### config.mk
export PLATFORM = sky130hd
export DESIGN_NAME = dma_chan_engine
export DESIGN_NICKNAME = d
export VERILOG_FILES = /design/src/rtl/dmach_pkg.sv /design/src/rtl/dmach_regs.sv /design/src/rtl/dmach_addr_unit.sv /design/src/rtl/dmach_seq.sv /design/src/rtl/dma_chan_engine.sv
export SDC_FILE = /design/constraint.sdc
export NUM_CORES = 1
export LEC_CHECK = 0
export BUFFER_PORTS_ARGS = -buffer_cell sky130_fd_sc_hd__buf_2
export CORE_MARGIN = 3
export CORE_UTILIZATION = 50
export DETAILED_ROUTE_END_ITERATION = 12
export PLACE_DENSITY = 0.67
export SLEW_MARGIN = 10
export SYNTH_ARGS = -nofsm -noshare
export SYNTH_HDL_FRONTEND = slang
export SYNTH_SLANG_ARGS = --single-unit
### constraint.sdc
create_clock -name clk -period 7.2 [get_ports clk]
set_clock_uncertainty 0.2 [all_clocks]
set_input_delay 1.8 -clock clk [delete_from_list [all_inputs] [get_ports clk]]
set_output_delay 1.8 -clock clk [all_outputs]
set_load 0.05 [all_outputs]
### src/rtl/dmach_pkg.sv
package dmach_pkg;

    localparam int ADDR_W_DEF = 28;
    localparam int CNT_W_DEF  = 24;
    localparam int BLK_W_DEF  = 8;
    localparam int REG_W      = 16;

    localparam logic [2:0] RA_CTRL  = 3'd0;
    localparam logic [2:0] RA_CNTLO = 3'd1;
    localparam logic [2:0] RA_CNTHI = 3'd2;
    localparam logic [2:0] RA_SRCLO = 3'd3;
    localparam logic [2:0] RA_SRCHI = 3'd4;
    localparam logic [2:0] RA_DSTLO = 3'd5;
    localparam logic [2:0] RA_DSTHI = 3'd6;

    typedef enum logic [1:0] {
        ACTL_FIXED      = 2'b00,
        ACTL_DEC        = 2'b01,
        ACTL_INC_RELOAD = 2'b10,
        ACTL_INC        = 2'b11
    } actl_e;

    typedef enum logic [1:0] {
        XM_SINGLE = 2'b00,
        XM_SUCC   = 2'b01,
        XM_BLOCK  = 2'b10,
        XM_RSVD   = 2'b11
    } xmode_e;

    // packed MSB first: enable is bit 9, dual is bit 0
    typedef struct packed {
        logic   enable;
        xmode_e xmode;
        actl_e  dst_ctl;
        actl_e  src_ctl;
        logic   half;
        logic   dir_wr;
        logic   dual;
    } ctrl_t;

    localparam int CTRL_W = $bits(ctrl_t);

    typedef enum logic [1:0] {
        ST_IDLE = 2'b00,
        ST_RD   = 2'b01,
        ST_WR   = 2'b10,
        ST_SGL  = 2'b11
    } st_e;

    // signed address delta for one unit
    function automatic logic [2:0] addr_delta(actl_e ctl, logic half);
        logic [2:0] mag;
        mag = half ? 3'd2 : 3'd1;
        case (ctl)
            ACTL_FIXED: return 3'd0;
            ACTL_DEC:   return 3'd0 - mag;
            default:    return mag;
        endcase
    endfunction

endpackage

### src/rtl/dmach_regs.sv
module dmach_regs
    import dmach_pkg::*;
#(
    parameter int ADDR_W = ADDR_W_DEF,
    parameter int CNT_W  = CNT_W_DEF
) (
    input  logic              clk,
    input  logic              rst,
    input  logic              we,
    input  logic [2:0]        addr,
    input  logic [REG_W-1:0]  wdata,
    output logic [REG_W-1:0]  rdata,
    input  logic              end_flag,
    output ctrl_t             ctrl,
    output logic [CNT_W-1:0]  cnt_prog,
    output logic [ADDR_W-1:0] src_prog,
    output logic [ADDR_W-1:0] dst_prog,
    output logic              load,
    output logic              clr_end
);
    localparam int HI_A = ADDR_W - REG_W;
    localparam int HI_C = CNT_W - REG_W;

    logic [REG_W-1:0] src_lo, dst_lo, cnt_lo;
    logic [HI_A-1:0]  src_hi, dst_hi;
    logic [HI_C-1:0]  cnt_hi;
    logic             ctrl_wr;

    assign ctrl_wr = we && (addr == RA_CTRL);
    assign clr_end = ctrl_wr;

    always_ff @(posedge clk) begin
        if (rst) begin
            ctrl <= '0;
            load <= 1'b0;
        end else begin
            load <= ctrl_wr && wdata[CTRL_W-1];
            if (ctrl_wr) ctrl <= ctrl_t'(wdata[CTRL_W-1:0]);
        end
    end

    // address and count fields have no defined reset value
    always_ff @(posedge clk) begin
        if (we) begin
            case (addr)
                RA_CNTLO: cnt_lo <= wdata;
                RA_CNTHI: cnt_hi <= wdata[HI_C-1:0];
                RA_SRCLO: src_lo <= wdata;
                RA_SRCHI: src_hi <= wdata[HI_A-1:0];
                RA_DSTLO: dst_lo <= wdata;
                RA_DSTHI: dst_hi <= wdata[HI_A-1:0];
                default: ;
            endcase
        end
    end

    assign cnt_prog = {cnt_hi, cnt_lo};
    assign src_prog = {src_hi, src_lo};
    assign dst_prog = {dst_hi, dst_lo};

    always_comb begin
        case (addr)
            RA_CTRL:  rdata = {end_flag, {(REG_W-1-CTRL_W){1'b0}}, ctrl};
            RA_CNTLO: rdata = cnt_lo;
            RA_CNTHI: rdata = {{(REG_W-HI_C){1'b0}}, cnt_hi};
            RA_SRCLO: rdata = src_lo;
            RA_SRCHI: rdata = {{(REG_W-HI_A){1'b0}}, src_hi};
            RA_DSTLO: rdata = dst_lo;
            RA_DSTHI: rdata = {{(REG_W-HI_A){1'b0}}, dst_hi};
            default:  rdata = '0;
        endcase
    end
endmodule

### src/rtl/dmach_addr_unit.sv
module dmach_addr_unit
    import dmach_pkg::*;
#(
    parameter int ADDR_W = ADDR_W_DEF
) (
    input  logic              clk,
    input  logic              load,
    input  logic              step,
    input  logic              blk_end,
    input  actl_e             ctl,
    input  logic              half,
    input  logic [ADDR_W-1:0] prog,
    output logic [ADDR_W-1:0] addr
);
    logic [2:0]        delta;
    logic [ADDR_W-1:0] delta_x;

    assign delta   = addr_delta(ctl, half);
    assign delta_x = {{(ADDR_W-3){delta[2]}}, delta};

    always_ff @(posedge clk) begin
        if (load)
            addr <= prog;
        else if (step)
            addr <= (blk_end && ctl == ACTL_INC_RELOAD) ? prog : addr + delta_x;
    end
endmodule

### src/rtl/dmach_seq.sv
module dmach_seq
    import dmach_pkg::*;
#(
    parameter int CNT_W = CNT_W_DEF,
    parameter int BLK_W = BLK_W_DEF
) (
    input  logic             clk,
    input  logic             rst,
    input  ctrl_t            ctrl,
    input  logic [CNT_W-1:0] cnt_prog,
    input  logic             load,
    input  logic             clr_end,
    input  logic             xfer_req,
    input  logic             mem_ack,
    input  logic [REG_W-1:0] mem_rdata,
    output logic             mem_req,
    output logic             mem_we,
    output logic             use_dst,
    output logic             per_ack,
    output logic             unit_done,
    output logic             blk_end,
    output logic             done,
    output logic             end_flag,
    output logic [REG_W-1:0] data_q
);
    localparam int BCNT_LSB = CNT_W - BLK_W;

    st_e              state;
    st_e              first_ph;
    logic [CNT_W-1:0] wcnt;
    logic [BLK_W-1:0] blk_left;
    logic             is_block, is_succ, go, last_unit, cnt_dec, terminal, stop;

    assign is_block  = (ctrl.xmode == XM_BLOCK);
    assign is_succ   = (ctrl.xmode == XM_SUCC);
    assign first_ph  = ctrl.dual ? ST_RD : ST_SGL;
    assign go        = (state == ST_IDLE) && ctrl.enable && !end_flag && xfer_req && !load;
    assign unit_done = mem_ack && (state == ST_WR || state == ST_SGL);
    assign last_unit = (blk_left == BLK_W'(1));
    assign cnt_dec   = unit_done && (!is_block || last_unit);
    assign blk_end   = unit_done && is_block && last_unit;
    assign terminal  = cnt_dec && (wcnt == CNT_W'(1));
    assign stop      = cnt_dec && (!is_succ || terminal);

    assign mem_req = (state != ST_IDLE);
    assign mem_we  = (state == ST_WR) || (state == ST_SGL && ctrl.dir_wr);
    assign use_dst = (state == ST_WR);
    assign per_ack = (state == ST_SGL);

    always_ff @(posedge clk) begin
        if (rst) begin
            state    <= ST_IDLE;
            done     <= 1'b0;
            end_flag <= 1'b0;
            wcnt     <= '0;
            blk_left <= '0;
            data_q   <= '0;
        end else begin
            done <= terminal;
            if (terminal)     end_flag <= 1'b1;
            else if (clr_end) end_flag <= 1'b0;

            if (load) begin
                state <= ST_IDLE;
                wcnt  <= is_block ? CNT_W'(cnt_prog[CNT_W-1:BCNT_LSB]) : cnt_prog;
            end else begin
                case (state)
                    ST_IDLE: if (go) begin
                        state    <= first_ph;
                        blk_left <= cnt_prog[BLK_W-1:0];
                    end
                    ST_RD: if (mem_ack) begin
                        data_q <= mem_rdata;
                        state  <= ST_WR;
                    end
                    default: if (mem_ack) begin
                        blk_left <= blk_left - BLK_W'(1);
                        if (cnt_dec) wcnt <= wcnt - CNT_W'(1);
                        state <= stop ? ST_IDLE : first_ph;
                    end
                endcase
            end
        end
    end
endmodule

### src/rtl/dma_chan_engine.sv
module dma_chan_engine
    import dmach_pkg::*;
#(
    parameter int ADDR_W = ADDR_W_DEF,
    parameter int CNT_W  = CNT_W_DEF,
    parameter int BLK_W  = BLK_W_DEF
) (
    input  logic              clk,
    input  logic              rst,
    input  logic              reg_we,
    input  logic [2:0]        reg_addr,
    input  logic [REG_W-1:0]  reg_wdata,
    output logic [REG_W-1:0]  reg_rdata,
    input  logic              xfer_req,
    output logic              per_ack,
    output logic              mem_req,
    output logic              mem_we,
    output logic              mem_half,
    output logic [ADDR_W-1:0] mem_addr,
    output logic [REG_W-1:0]  mem_wdata,
    input  logic [REG_W-1:0]  mem_rdata,
    input  logic              mem_ack,
    output logic              done
);
    localparam int N_ADDR = 2;

    ctrl_t             ctrl;
    logic [CNT_W-1:0]  cnt_prog;
    logic [ADDR_W-1:0] src_prog, dst_prog;
    logic              load, clr_end, end_flag, unit_done, blk_end, use_dst;
    logic [ADDR_W-1:0] prog_a  [N_ADDR];
    logic [ADDR_W-1:0] waddr   [N_ADDR];
    actl_e             ctl_a   [N_ADDR];
    logic              step_a  [N_ADDR];

    dmach_regs #(.ADDR_W(ADDR_W), .CNT_W(CNT_W)) u_regs (
        .clk(clk), .rst(rst), .we(reg_we), .addr(reg_addr), .wdata(reg_wdata),
        .rdata(reg_rdata), .end_flag(end_flag), .ctrl(ctrl), .cnt_prog(cnt_prog),
        .src_prog(src_prog), .dst_prog(dst_prog), .load(load), .clr_end(clr_end)
    );

    dmach_seq #(.CNT_W(CNT_W), .BLK_W(BLK_W)) u_seq (
        .clk(clk), .rst(rst), .ctrl(ctrl), .cnt_prog(cnt_prog), .load(load),
        .clr_end(clr_end), .xfer_req(xfer_req), .mem_ack(mem_ack),
        .mem_rdata(mem_rdata), .mem_req(mem_req), .mem_we(mem_we),
        .use_dst(use_dst), .per_ack(per_ack), .unit_done(unit_done),
        .blk_end(blk_end), .done(done), .end_flag(end_flag), .data_q(mem_wdata)
    );

    assign prog_a[0] = src_prog;
    assign prog_a[1] = dst_prog;
    assign ctl_a[0]  = ctrl.src_ctl;
    assign ctl_a[1]  = ctrl.dst_ctl;

    // index 0: source/memory address, index 1: destination (dual mode only)
    for (genvar i = 0; i < N_ADDR; i++) begin : g_addr
        assign step_a[i] = unit_done && (i == 0 || ctrl.dual);
        dmach_addr_unit #(.ADDR_W(ADDR_W)) u_addr (
            .clk(clk), .load(load), .step(step_a[i]), .blk_end(blk_end),
            .ctl(ctl_a[i]), .half(ctrl.half), .prog(prog_a[i]), .addr(waddr[i])
        );
    end

    assign mem_addr = use_dst ? waddr[1] : waddr[0];
    assign mem_half = ctrl.half;
endmodule

After elaboration in Yosys (flattened, before gate mapping)

Index checks and enable logic that the tools add are counted.

Output and inout port bits: 65
Bits of input ports: 40
Flip-flop bits (word level): 199
Logic and storage cells: 123

Eq/ne operators: 20
Add/subtract/negate cells: 5
Muxes and demuxes: 27
Reduce and logical (&&, ||, !) cells: 47
Bitwise operators: 2

Operators with widths:

| kind                                                                  | number |
|---|---|
| 28-bit 2-to-1 mux                                                     | 7 |
| 24-bit 2-to-1 mux                                                     | 5 |
| 16-bit one-hot mux with 7 select lines                                | 1 |
| 28-bit adder                                                          | 2 |
| 24-bit by 1-bit == test with 1-bit output (second input constant)     | 1 |
| 24-bit by 1-bit subtractor with 24-bit output (second input constant) | 1 |
| 1-bit logical AND                                                     | 16 |
| 8-bit 2-to-1 mux                                                      | 2 |
| 8-bit one-hot mux with 2 select lines                                 | 1 |
| 2-bit nonzero test                                                    | 7 |
| 2-bit 2-to-1 mux                                                      | 6 |
| 3-bit one-hot mux with 2 select lines                                 | 2 |
| 2-bit AND reduction                                                   | 6 |
| 2-bit == test (second input constant)                                 | 5 |
| 3-bit == test (second input constant)                                 | 3 |
| 3-bit AND reduction                                                   | 3 |
| 2-bit by 1-bit == test with 1-bit output (second input constant)      | 4 |
| 8-bit by 1-bit == test with 1-bit output (second input constant)      | 1 |
| 8-bit by 1-bit subtractor with 8-bit output (second input constant)   | 1 |
| 3-bit by 2-bit == test with 1-bit output (second input constant)      | 2 |
| 2-bit logical NOT                                                     | 3 |
| 1-bit logical NOT                                                     | 4 |
| 1-bit logical OR                                                      | 4 |
| 2-bit by 1-bit != test with 1-bit output (second input constant)      | 2 |
| 9 further kinds                                                       | 12 |

Depth between registers and ports, before layout

Gate-level depths: netlist of the first run.

Depth in word-level cells: 10
Depth in mapped cells: 15
Gate-level depth less buffers: 12

Cells and area by module

A second synthesis of the first run with hierarchy kept.

Cell total of the unflattened synthesis: 1333
Area total of the unflattened synthesis: 12394.4 um2

Modules (own cells, without submodules):

| module                              | cells each | area an instance (um2) | seq. area each (um2) | times used |
|---|---|---|---|---|
| dmach_regs                          | 236        | 3574.7                 | 2622.5               | 1 |
| dmach_seq                           | 366        | 2822.7                 | 1041.0               | 1 |
| dmach_addr_unit at g_addr[1].u_addr | 355        | 2811.4                 | 840.8                | 1 |
| dmach_addr_unit at g_addr[0].u_addr | 344        | 2737.6                 | 840.8                | 1 |
| dma_chan_engine                     | 32         | 447.9                  | 0.0                  | 1 |

Worst setup path before layout of the first run

Ideal clock, no wire load.

Kind: input-to-output
Start point: input port reg_addr[1]
End point: output port reg_rdata[0]
Setup slack: 1.289 ns
Data arrival time: 3.911 ns
Required time: 5.200 ns
Buffers on the path: 2
Cell stages on the path: 6
Cell sequence: clkbuf_1 > buf_1 > nand2b_1 > inv_1 > a22oi_1 > o21ai_0

Word-level cells in the longest chain between the ends: 2
Elaborated cells on any way between the ends: 8
Classes of those cells: eq/ne: 6; mux: 1; reduce/logical: 1

Ends and longest elaborated chain:

| what                                     | RTL line              | source |
|---|---|---|
| start: declaration                       | dma_chan_engine.sv:11 | `input logic [2:0] reg_addr,` |
| 3-bit == test (tied with other cells)    | dmach_regs.sv:62      | `case (addr)` |
| 16-bit one-hot mux with 7 select lines * | dmach_regs.sv:62      |  |
| end: declaration                         | dma_chan_engine.sv:13 | `output logic [REG_W-1:0] reg_rdata,` |

Every way passes the cells marked *; elsewhere a longest branch is shown, timed or not.

Worst setup path after layout of the first run

Start point: input port reg_addr[1]
End point: output port reg_rdata[1]

Same word-level chain as after synthesis.

==> summary.txt, run 1 <==
Post-synth EDFFs -> 136
Async SR Flop Fraction -> 0%
Reg2reg start -> u_regs.ctrl[3]
Slew HR -> 14.5%
Power density over cell area -> 189 mW/mm2
M3 GR Usage -> 4.49%
Syn avg cell area -> 9.29 um2
TritonCTS buffer count -> 17
I/O pin count -> 105
Cell Rows -> 55
Design Power -> 2460 uW
Vias in the first global route -> 9573
Sequential share of power -> 51.9%
DR WL/cell -> 21.9 um
I/O Buffers -> 104
Slew Limit Fails -> 0
Final wirelength -> 36000 um
Clk_lat worst skew -> 450 ps
H-tree level count -> 4
Global router's overall resource usage -> 27.7%
Status -> finished clean
Cells after synthesis -> 1279
CP Data Arrival Time -> 3820 ps
Vias -> 10200
Core area -> 0.0230 mm2
Sw Ratio -> 27.5%
Worst Max-Slew Pin Slew -> 1270 ps
R2R Path End -> g_addr[0].u_addr.addr[18]
Die height -> 160 um
Pint -> 1790 uW
Total grt overflow -> 0
Worst hold start -> u_seq.data_q[13]
Clk sink count -> 199
Yosys warning count -> 0
Post-layout net count -> 1366
# DRC -> 0
Iteration-0 DRC Markers -> 1325
Most frequent cells in the layout -> 201 x nand2_1, 136 x edfxtp_1, 104 x buf_2, 95 x nor2_1, 72 x xnor2_1
RSZ-0062 raised after global routing -> false
Busiest grt layer -> met2
Crit share post-route -> 80.8%
CP required -> 5200 ps
Commonest non-fill, non-tap cell in the layout -> nand2_1
Synth-to-Final Area Change -> 9.60%
Synth unique cells -> 84
Initial antenna violation count -> 0
#FFs+latches synth -> 199
Post-synthesis sequential area ratio -> 45.0%
Setup TNS -> 0 ps
Starting density of the core -> 51.7%
Static leakage -> 0.00449 uW
Final GP Congestion -> 0.909
Routed Antenna Nets -> 0
Met2 global-route usage -> 43.8%
Antenna diodes -> 0
# resized after CTS -> 0
Worst hold path class -> reg2reg
DP Wirelength -> 26200 um
Worst r2r path cells -> 11
Maximum clock insertion buffer count -> 2
Max_cap viols -> 0
Synth Net Count -> 1329
CP startpoint kind -> input pin
Dominant synthesized flop cell -> edfxtp_1
Min-Delay Path Depth -> 2
Minimum clock period -> 5820 ps
Min-Delay Endpoint -> u_seq.data_q[13]
Clk root buf -> clkbuf_16
Final hold violations -> 0
P_sw -> 677 uW
Count of final setup violators -> 0
Critical path type -> in2out
Register-to-register setup slack -> 3280 ps
Clock share of power -> 38.4%
DR vias/cell -> 6.19
CTS tree -> yes
Crit end category -> output pin
Hold_buf cts -> 0
Fraction of layout cells with a size suffix above 1 -> 15.7%
Fmax -> 172 MHz
Postcts setup bufs -> 0
Max rail drop VDD -> 169 uV
DRT Pass-1 Iters -> 6
Combinational Power Share -> 9.8%
Synth Cell Area -> 0.0119 mm2
Full die area -> 0.0257 mm2
First-pass GRT wire length -> 55700 um
Critical path peak fanout -> 36
CTS clk-pin slew, worst paths -> 80 ps
Largest net degree at the start of global routing -> 57
M1 GR Usage -> 38.4%
Die Wd -> 160 um
-- critical path: stages --
cell and delay, ps:
buf_2 580, nor2b_1 610, a22o_1 220, nand2_1 60, o221ai_1 180, buf_2 340
-- per-stage QoR --
| step | cell area, um2 | cells | setup slack (ps) | hold slack (ps) | util (%) |
|---|---|---|---|---|---|
| 2_1_floorplan | 11900 | 1279 | 1290 | 238 | - |
| 3_3_place_gp | 12400 | 1610 | 1390 | 239 | 54.1 |
| 3_5_place_dp | 12400 | 1610 | 1400 | 245 | 54.1 |
| 4_1_cts | 13000 | 1642 | 1400 | 257 | 56.7 |
| 5_1_grt | 13000 | 1642 | 1260 | 279 | 56.7 |
| 6_report | 13000 | 1642 | 1380 | 256 | 56.7 |
-- synth_stat cells, drive strengths merged, types with 22 or more instances --
| cell | count | share of area [%] |
|---|---|---|
| nor2 | 96 | 3.1 |
| nand4 | 23 | 1.2 |
| mux2i | 34 | 2.9 |
| o21ai | 110 | 4.6 |
| clkbuf | 76 | 2.7 |
| mux2 | 39 | 3.7 |
| a21oi | 61 | 2.6 |
| dfxtp | 63 | 11 |
| nor3 | 28 | 1.2 |
| edfxtp | 136 | 34 |
| xnor2 | 72 | 5.3 |
| nand2 | 201 | 6.3 |
| inv | 27 | 0.85 |
| buf | 22 | 1.1 |
| nand3 | 38 | 1.6 |
-- flip-flops by register name, summed over array words and instances (netlist names), 2 cells and up --
register,cells
g_addr.u_addr.addr,56
u_seq.wcnt,24
u_regs.cnt_lo,16
u_regs.dst_lo,16
u_regs.src_lo,16
u_seq.data_q,16
u_regs.dst_hi,12
u_regs.src_hi,12
u_regs.ctrl,10
u_regs.cnt_hi,8
u_seq.blk_left,8
u_seq.state,2
-- how the worst max path moves through the flow --
stage                startpoint      endpoint  cells after the start
floorplan           reg_addr[1]  reg_rdata[0]                      6
global placement    reg_addr[1]  reg_rdata[0]                      7
detailed placement  reg_addr[1]  reg_rdata[0]                      7
CTS                 reg_addr[1]  reg_rdata[0]                      7
global route        reg_addr[1]  reg_rdata[0]                      7
finish              reg_addr[1]  reg_rdata[1]                      6
-- cells by family (layout without fill, tap and decap cells) --
family                   Yosys count  after routing  synth area share, %
AND/OR/NAND/NOR                  505            505                 20.6
flip-flops                       199            199                 45.0
adder cells (fa/ha/maj)           10             10                 1.18
AO/OA/AOI/OAI                    268            268                 14.0
buffers and inverters            125            175                 4.72
XOR/XNOR                          93             93                 6.85
multiplexers                      79             79                 7.70
-- routing by layer --
layer	up-vias	wire, um
met4	0	1230
met5	-	0
met1	4881	15300
met2	501	16500
met3	64	3000
li1	4722	-
-- power by group through the flow --
| stage | Combinational [uW] | Clock, uW | Sequential, uW |
|---|---|---|---|
| 2_1_floorplan | 175 | 0 | 1290 |
| 3_3_place_gp | 234 | 0 | 1300 |
| 3_5_place_dp | 238 | 0 | 1300 |
| 4_1_cts | 239 | 955 | 1280 |
| 5_1_grt | 260 | 1000 | 1280 |
| 6_report | 240 | 945 | 1280 |
-- layout make-up --
cell class	instances	area [um2]
timing repair buffer	116	611
sequential	199	5350
fill	2112	9960
inverter	27	101
clock buffer	17	425
clock inverter	15	158
multi-input combinational	955	5990
tap	313	392
(Power assumes the default switching activity.)
==> inputs of run 2 (changes only) <==
ABC_AREA = 1   (was not set)
PLACE_DENSITY = 0.69   (was 0.67)
clock period = 4.7 ns   (was 7.2 ns; I/O delays follow)
==> run 2 against run 1 <==
  * Synthesized area up 8.6%
  * Clock power grew 68%
  * Critical path depth is 1 higher
  * Worst setup slack got worse by 880 ps
  * Design area increased by 10%
  * Die area increased by 8.2%
  * First-iteration DRC count rose by 5.9%
  * Clock-buffer cell count unchanged
  * Flip-flop and latch count unchanged
  * Largest power group unchanged
  * Global-route usage grew 2.7 points
  * Sequential share of layout area down 3.8 points
==> summary.txt, run 2 <==
Fraction of layout cells with a size suffix above 1 -> 11.8%
Max rail drop VDD -> 251 uV
Crit-path cells -> buf_2 -> inv_1 -> nand2_1 -> inv_1 -> a221oi_1 -> o2111ai_1 -> buf_2
Fill count -> 2521
# resized after CTS -> 0
Slew Limit Fails -> 0
Crit share post-route -> 89.2%
Top reg by flops -> g_addr.u_addr.addr
Synth Cell Area -> 0.0129 mm2
Post-layout net count -> 1958
Async SR Flop Fraction -> 0%
Clk_lat worst skew -> 460 ps
Clk sink count -> 199
Global router's overall resource usage -> 30.4%
Maximum clock insertion buffer count -> 2
Worst Setup SP -> reg_addr[2]
CP Data Arrival Time -> 2820 ps
Crit path to -> reg_rdata[2]
# DRC -> 0
Starting density of the core -> 51.1%
Routed Antenna Nets -> 0
Slew HR -> 20.5%
Full die area -> 0.0278 mm2
Met2 global-route usage -> 52.2%
Dominant synthesized flop cell -> edfxtp_1
H-tree level count -> 4
Crit end category -> output pin
Crit-path max cell delay -> 390 ps
Core area -> 0.0253 mm2
Critical path type -> in2out
TritonCTS buffer count -> 17
RSZ-0062 raised after global routing -> false
Final Cell Area -> 0.0144 mm2
CP bufs+invs -> 4
Top flop regs -> g_addr.u_addr.addr (56), u_seq.wcnt (24)
Postcts setup bufs -> 0
Synth Area in Adders -> 1.09%
Synth unique cells -> 52
Worst r2r path cells -> 18
DR vias/cell -> 5.62
Count of final setup violators -> 0
Largest family of logic cells by synthesized area -> simple AND/OR/NAND/NOR gates
Fmax -> 239 MHz
Clk root buf -> clkbuf_16
Critical path peak fanout -> 8
Syn avg cell area -> 7.08 um2
Status -> finished clean
DP Wirelength -> 33100 um
R2R Path End -> g_addr[0].u_addr.addr[25]
Most frequent cells in the layout -> 519 x nand2_1, 271 x inv_1, 211 x nor2_1, 136 x edfxtp_1, 118 x o21ai_0
First-pass GRT wire length -> 66300 um
Design Power -> 5400 uW
Vias in the first global route -> 11900
I/O Buffers -> 104
Main area contributors after synthesis -> edfxtp_1 32%, nand2_1 15%, dfxtp_1 9.8%
Area after DPL -> 0.0137 mm2
Area share of the largest cell type after synthesis -> 31.6%
Total grt overflow -> 0
Post-Synth Simple-Gate Area -> 30.4%
Most instantiated cells after synthesis -> 519 x nand2_1, 271 x inv_1, 211 x nor2_1
Register-to-register setup slack -> 1390 ps
Minimum clock period -> 4190 ps
Commonest non-fill, non-tap cell in the layout -> nand2_1
DR WL/cell -> 19.2 um
Initial antenna violation count -> 0
Die Wd -> 167 um
Iteration-0 DRC Markers -> 1403
Crit-path leading delay family -> buffers and inverters
Mux contribution to synthesized area -> 0.175%
M3 GR Usage -> 5.13%
DRT Pass-1 Iters -> 6
Power density over cell area -> 376 mW/mm2
Synth Net Count -> 1872
Post-synthesis sequential area ratio -> 41.4%
I/O pin count -> 105
Antenna diodes -> 0
Final wirelength -> 43100 um
Worst hold path class -> reg2reg
Setup TNS -> 0 ps
Yosys warning count -> 0
#FFs+latches synth -> 199
Crit path depth -> 7
Final GP Congestion -> 1.01
Die height -> 167 um
Max_cap viols -> 0
Cell type with the highest aggregate area in the netlist -> edfxtp_1
M1 GR Usage -> 40.1%
Synth Area in Compound Gates -> 14.1%
Post-synth EDFFs -> 136
CTS clk-pin slew, worst paths -> 90 ps
Busiest grt layer -> met2
Worst Max-Slew Pin Slew -> 1190 ps
Largest net degree at the start of global routing -> 51
Reg2reg start -> u_regs.ctrl[4]
Synth-to-Final Area Change -> 11.2%
Max reg flops -> 56
Crit-path slowest cell -> a221oi_1
Hold_buf cts -> 0
Vias -> 12600
Most common cell in the synthesized netlist -> nand2_1
Cell Rows -> 58
CTS tree -> yes
Static leakage -> 0.00681 uW
Utilization after layout -> 56.8%
Synthesized-area fraction occupied by xor and xnor cells -> 2.24%
Cells after synthesis -> 1822
CP startpoint kind -> input pin
Final hold violations -> 0
CP required -> 3320 ps
run 2: area by class of cell:
| class | instances | area [um2] | share of cell area (%) |
|---|---|---|---|
| multi-input cells | 1275 | 6200 | 43.2 |
| repair buffers | 124 | 671 | 4.67 |
| clock inverters | 15 | 206 | 1.44 |
| well taps | 330 | 413 | 2.88 |
| inverters | 291 | 1090 | 7.63 |
| flip-flops and latches | 199 | 5350 | 37.2 |
| clock buffers | 17 | 425 | 2.96 |
run 2: power by group:
| group | internal (uW) | switching (uW) | total (uW) |
|---|---|---|---|
| Combinational | 489 | 1210 | 1700 |
| Sequential | 2010 | 106 | 2110 |
| Clock | 751 | 840 | 1590 |
run 2: how the worst min path moves through the flow:
stage	from	endpoint	cells past startpoint	slack, ps
after floorplan	u_seq.blk_left[3]	u_seq.blk_left[3]	2	240
after global placement	u_seq.blk_left[3]	u_seq.blk_left[3]	2	250
after detailed placement	u_seq.blk_left[3]	u_seq.blk_left[3]	2	260
after CTS	u_seq.blk_left[3]	u_seq.blk_left[3]	2	270
after global routing	u_seq.blk_left[3]	u_seq.blk_left[3]	2	310
final	u_seq.blk_left[3]	u_seq.blk_left[3]	2	270
run 2: tightest hold or removal path, cell delays in order (launching register included):
cell and delay (ps):
dfxtp_1 320, nand2_1 60, a21oi_1 50
run 2: per-stage QoR:
| step | std cells | worst slack [ps] | hold WS (ps) |
|---|---|---|---|
| after floorplan | 1822 | 449 | 239 |
| after global routing | 2251 | 373 | 315 |
| final | 2251 | 508 | 272 |
| after detailed placement | 2219 | 578 | 256 |
| after CTS | 2251 | 576 | 270 |
| after global placement | 2219 | 604 | 251 |
run 2: per-layer routing:
metal  up-vias  share of wire, %
li1       6151                 -
met2       562                48
met1      5847                42
met4         0               2.6
met3        84               7.9
met5         -                 0
run 2: cells by family after synthesis:
| group | after synthesis |
|---|---|
| adder cells (fa/ha/maj) | 10 |
| XOR/XNOR | 33 |
| flip-flops | 199 |
| AND/OR/NAND/NOR | 932 |
| multiplexers | 2 |
| buffers and inverters | 348 |
| AO/OA/AOI/OAI | 298 |
